==> config.mk <==
export PLATFORM = sky130hd
export DESIGN_NAME = horner_div
export DESIGN_NICKNAME = d
export VERILOG_FILES = /design/src/rtl/horner_div.sv
export SDC_FILE = /design/constraint.sdc
export NUM_CORES = 1
export LEC_CHECK = 0
export ABC_AREA = 1
export BUFFER_PORTS_ARGS = -buffer_cell sky130_fd_sc_hd__buf_2
export CAP_MARGIN = 15
export CORE_MARGIN = 4
export CORE_UTILIZATION = 40
export DETAILED_ROUTE_END_ITERATION = 8
export SLEW_MARGIN = 20
export SYNTH_ARGS = -nofsm -noshare
export SYNTH_HDL_FRONTEND = slang
export SYNTH_SLANG_ARGS = --single-unit
==> constraint.sdc <==
create_clock -name clk -period 8.9 [get_ports clk]
set_input_delay 0.445 -clock clk [delete_from_list [all_inputs] [get_ports clk]]
set_output_delay 0.445 -clock clk [all_outputs]
set_load 0.02 [all_outputs]
==> src/rtl/horner_div.sv <==
module horner_div #(
  parameter int DW   = 16,
  parameter int FRAC = 8
) (
  input  logic          clk,
  input  logic          rst_n,
  input  logic          coef_valid,
  output logic          coef_ready,
  input  logic [DW-1:0] coef_data,
  input  logic          coef_last,
  input  logic [DW-1:0] alpha_in,
  output logic          out_valid,
  input  logic          out_ready,
  output logic [DW-1:0] out_data,
  output logic          out_last
);
  localparam int PW = 2 * DW;
  localparam int SW = PW + 1;
  localparam logic signed [SW-1:0] MAXV = {{(SW-DW+1){1'b0}}, {(DW-1){1'b1}}};
  localparam logic signed [SW-1:0] MINV = {{(SW-DW+1){1'b1}}, {(DW-1){1'b0}}};

  logic          busy;
  logic [DW-1:0] alpha_q;
  logic [DW-1:0] term_q;
  logic          last_q;
  logic          vld_q;

  logic                 fire;
  logic signed [PW-1:0] prod;
  logic signed [PW-1:0] scaled;
  logic signed [SW-1:0] sum;
  logic [DW-1:0]        chained;
  logic [DW-1:0]        next_term;

  assign coef_ready = !vld_q || out_ready;
  assign fire       = coef_valid && coef_ready;

  assign prod   = $signed(alpha_q) * $signed(term_q);
  assign scaled = prod >>> FRAC;
  assign sum    = $signed({{(SW-DW){coef_data[DW-1]}}, coef_data})
                + $signed({scaled[PW-1], scaled});

  always_comb begin
    if (sum > MAXV)      chained = MAXV[DW-1:0];
    else if (sum < MINV) chained = MINV[DW-1:0];
    else                 chained = sum[DW-1:0];
  end

  assign next_term = busy ? chained : coef_data;

  always_ff @(posedge clk) begin
    if (!rst_n) begin
      busy    <= 1'b0;
      alpha_q <= '0;
      term_q  <= '0;
      last_q  <= 1'b0;
      vld_q   <= 1'b0;
    end else begin
      if (fire) begin
        term_q <= next_term;
        last_q <= coef_last;
        busy   <= !coef_last;
        if (!busy) alpha_q <= alpha_in;
      end
      if (fire)           vld_q <= 1'b1;
      else if (out_ready) vld_q <= 1'b0;
    end
  end

  assign out_valid = vld_q;
  assign out_data  = term_q;
  assign out_last  = last_q;

  assert_hold_R7: assert property (@(posedge clk) disable iff (!rst_n)
    (out_valid && !out_ready) |=> (out_valid && $stable(out_data) && $stable(out_last)));

  assert_block_R7: assert property (@(posedge clk) disable iff (!rst_n)
    (out_valid && !out_ready) |-> !coef_ready);

  assert_lead_pass_R1: assert property (@(posedge clk) disable iff (!rst_n)
    (coef_valid && coef_ready && !busy) |=> (out_valid && out_data == $past(coef_data)));

  assert_last_flag_R5: assert property (@(posedge clk) disable iff (!rst_n)
    (coef_valid && coef_ready) |=> (out_last == $past(coef_last)));

  assert_alpha_held_R4: assert property (@(posedge clk) disable iff (!rst_n)
    busy |=> $stable(alpha_q));

  assert_deg0_R6: assert property (@(posedge clk) disable iff (!rst_n)
    (coef_valid && coef_ready && coef_last) |=> !busy);
endmodule

==> reports/metrics.yaml <==
synth_flop_cell: "dfxtp_1"
hold_class: "primary input to flop"
dpl_worst_slack_ns: 0.335
synthCells: 1860
min_to: "alpha_q[2]"
synth_area_sq_um: 13600
critPathCaptureType: "flop"
ant_nets: 0
setup-tns-final_ns: 0
slew_violations: 0
fmax_mhz: 119
cts_made_buffers: 5
grtUsageTotal: 0.211
ctsHoldBuffers: 0
routed_wl_microns: 37300
gp_congestion: 0.924
rsz0062_at_grt: "false"
ys_seq_area_frac: 0.0516
cts_sinks: 35
critPathMaxStageDelay_ns: 0.79
power_mw: 2.40
critPathLaunchType: "flop"
path_class: "flop to flop"
die-area_sq_um: 37000
diodes: 0
synth_top_family_by_area: "adder cells"
ys_ff_latch: 35
antenna_found_initial: 0
r2r_cells: 42
drt-initial-drc-count: 771
grt-ovfl-total: 0
synth_compound_area_frac: 0.0526
clockRootBuffer: "clkbuf_16"
power_density_nw_per_um2: 166
synth_top_area_frac: 0.386
critPathRequiredTime_ns: 9.02
yosysTopAreaCell: "fa_1"
die_x_microns: 192
slew_headroom: 0.329
maxCapViolCount: 0
synthMuxAreaShare: 0
die_y_microns: 192
clockBufferDepth: 2
nFillCells: 3493
combPwrFrac: 0.831
crit_buf_inv: 8
min_path_cells: 3
worstHoldStart: "alpha_in[2]"
grt_pass1_wl_microns: 61700
place_hpwl_microns: 31900
synth.avg_cell_area_sq_um: 7.30
reg2reg_slack_ns: 0.52
ios: 56
drc: 0
portBuffers: 55
yosys.area_share.simple: 0.212
worstReg2RegStart: "out_data[7]"
fin_nets: 2284
hold_violations: 0
p_int_mw: 0.976
cts_tree: "yes"
synth_xor_xnor_area_share: 0.0303
ys_warn_count: 0
grt_pass1_vias: 11606
synth_adder_area_share: 0.484
synthToLayoutAreaGrowth_pct: 6.24
crit_family: "adder cells"
clk_latency_ns: 0.28
critPathMaxFanout: 15
arrival_ns: 8.50
syn_nets: 2265
start_util: 0.405
synth_edf_count: 0
timing.rr.end: "out_data[1]"
cp.depth: 42
h-tree-depth: 2
core_area_sq_um: 33500
p_sw_mw: 1.42
period_share: 0.942
vdd_drop_max_uv: 132
synthArstFlopShare: 0
routedWlPerCell_microns: 16.0
first_pass_iters: 6
tightest_slew_ns: 1.00
status: "finished clean"
finalWorstSetupSlack_ns: 0.520
fin_crit_ns: 8.38
drive_gt1_frac: 0.0814
clockPowerShare: 0.070
grt_max_degree: 36
power.share.sequential: 0.099
rows: 67
static-leakage-power_nw: 8.52
crit_start: "out_data[7]"
finClkSkew_ns: 0.00582
viasPerCell: 4.81
netlist-cell-type-count: 43
synth.area.top_cells: "fa_1, nand2_1, inv_1"
cpMaxStageDelayCell: "dfxtp_1"
finalSetupViolCount: 0
vias: 11209
clk_pin_slew_ns: 0.06
switching_share: 0.593
crit_path_frequent_cell: "nand2_1"
-- flip-flops by register name (all words and copies together), names as in the netlist --
| register | count |
|---|---|
| out_last | 1 |
| alpha_q | 16 |
| out_valid | 1 |
| out_data | 16 |
| busy | 1 |
-- how the worst max path moves through the flow --
stage               slack, ns      endpoint
detailed placement       0.34  out_data[13]
global placement         0.24  out_data[11]
floorplan                1.51  out_data[10]
CTS                      0.28  out_data[13]
global route             0.04   out_data[7]
finish                   0.52   out_data[1]
-- tightest hold or removal path, delay by kind of cell --
family | cells | cell delay, ns
buf+inv | 1 | 0.10
compound gates | 1 | 0.06
simple gates | 1 | 0.07
-- per-stage QoR --
step / hold WS (ns) / cells / util / area, sq um
after floorplan: 0.492 / 1860 / - / 13600
after global placement: 0.451 / 2319 / 0.425 / 14300
after detailed placement: 0.455 / 2319 / 0.425 / 14300
after CTS: 0.438 / 2327 / 0.430 / 14400
after global routing: 0.454 / 2328 / 0.430 / 14400
final: 0.443 / 2328 / 0.430 / 14400
-- area by class of cell --
class | count | area [sq um] | area share
clock buffer | 6 | 129 | 0.00893
clock inverter | 2 | 12.5 | 0.000867
inverter | 507 | 1900 | 0.132
multi-input combinational | 1242 | 10600 | 0.733
sequential | 35 | 711 | 0.0492
tap | 448 | 561 | 0.0388
timing repair buffer | 88 | 536 | 0.0371
-- synth_stat cells, drive strengths merged, types with 3 or more instances --
library cell / instances
nand2: 535
inv: 507
fa: 262
ha: 106
nor2: 98
a21oi: 82
clkbuf: 64
nand3: 44
dfxtp: 35
xor2: 30
o21ai: 23
xnor2: 17
nand4: 14
buf: 12
nor3: 6
a221oi: 4
a31oi: 4
nand3b: 4
o31ai: 3
-- logic make-up after synthesis --
logic type | count (synthesis)
and+or+nand+nor | 705
AOI/OAI and AO/OA | 122
adders and majority gates | 368
xor gates and xnor gates | 47
DFF | 35
buffers and inverters | 583
-- cells in the final DEF, fill, tap and decap left out, types with 2 or more instances in the layout --
cell,count
a31oi_1,4
ha_1,106
inv_2,6
o31ai_1,3
clkbuf_16,5
nor2_1,89
xor2_1,30
nor3_2,2
fa_1,262
nor2_2,8
a21oi_2,11
dfxtp_2,8
o21ai_0,21
o21a_1,2
o21ai_2,2
a221oi_1,4
nor4_1,2
nand3_1,39
nand2_2,11
nand4_1,14
dfxtp_1,27
buf_4,32
xnor2_1,17
inv_1,500
a21oi_1,70
nand3_2,5
nor3_1,4
nand2_1,523
buf_2,55
nand3b_1,2
-- layer usage --
layer | part of all wire | GRT usage | vias to the layer above
li1 | - | - | 5392
met1 | 0.44 | 0.297 | 5456
met2 | 0.47 | 0.353 | 312
met3 | 0.060 | 0.0246 | 49
met4 | 0.022 | 0.0439 | 0
met5 | 0 | 0 | -
-- power groups by stage --
| stage | combinational [mW] | sequential [mW] | clock [mW] |
|---|---|---|---|
| after detailed placement | 1.98 | 0.240 | 0 |
| after global placement | 1.97 | 0.239 | 0 |
| after CTS | 1.99 | 0.236 | 0.169 |
| after global routing | 2.25 | 0.242 | 0.178 |
| after floorplan | 1.51 | 0.193 | 0 |
| final | 1.99 | 0.238 | 0.168 |
-- what timing repair did --
action,CTS,global route
endpoints found under the setup margin,0,15
endpoints found under the hold margin,0,0
buffers inserted,0,1
gates resized for setup,0,8
Power figures use the tool's default switching activity.
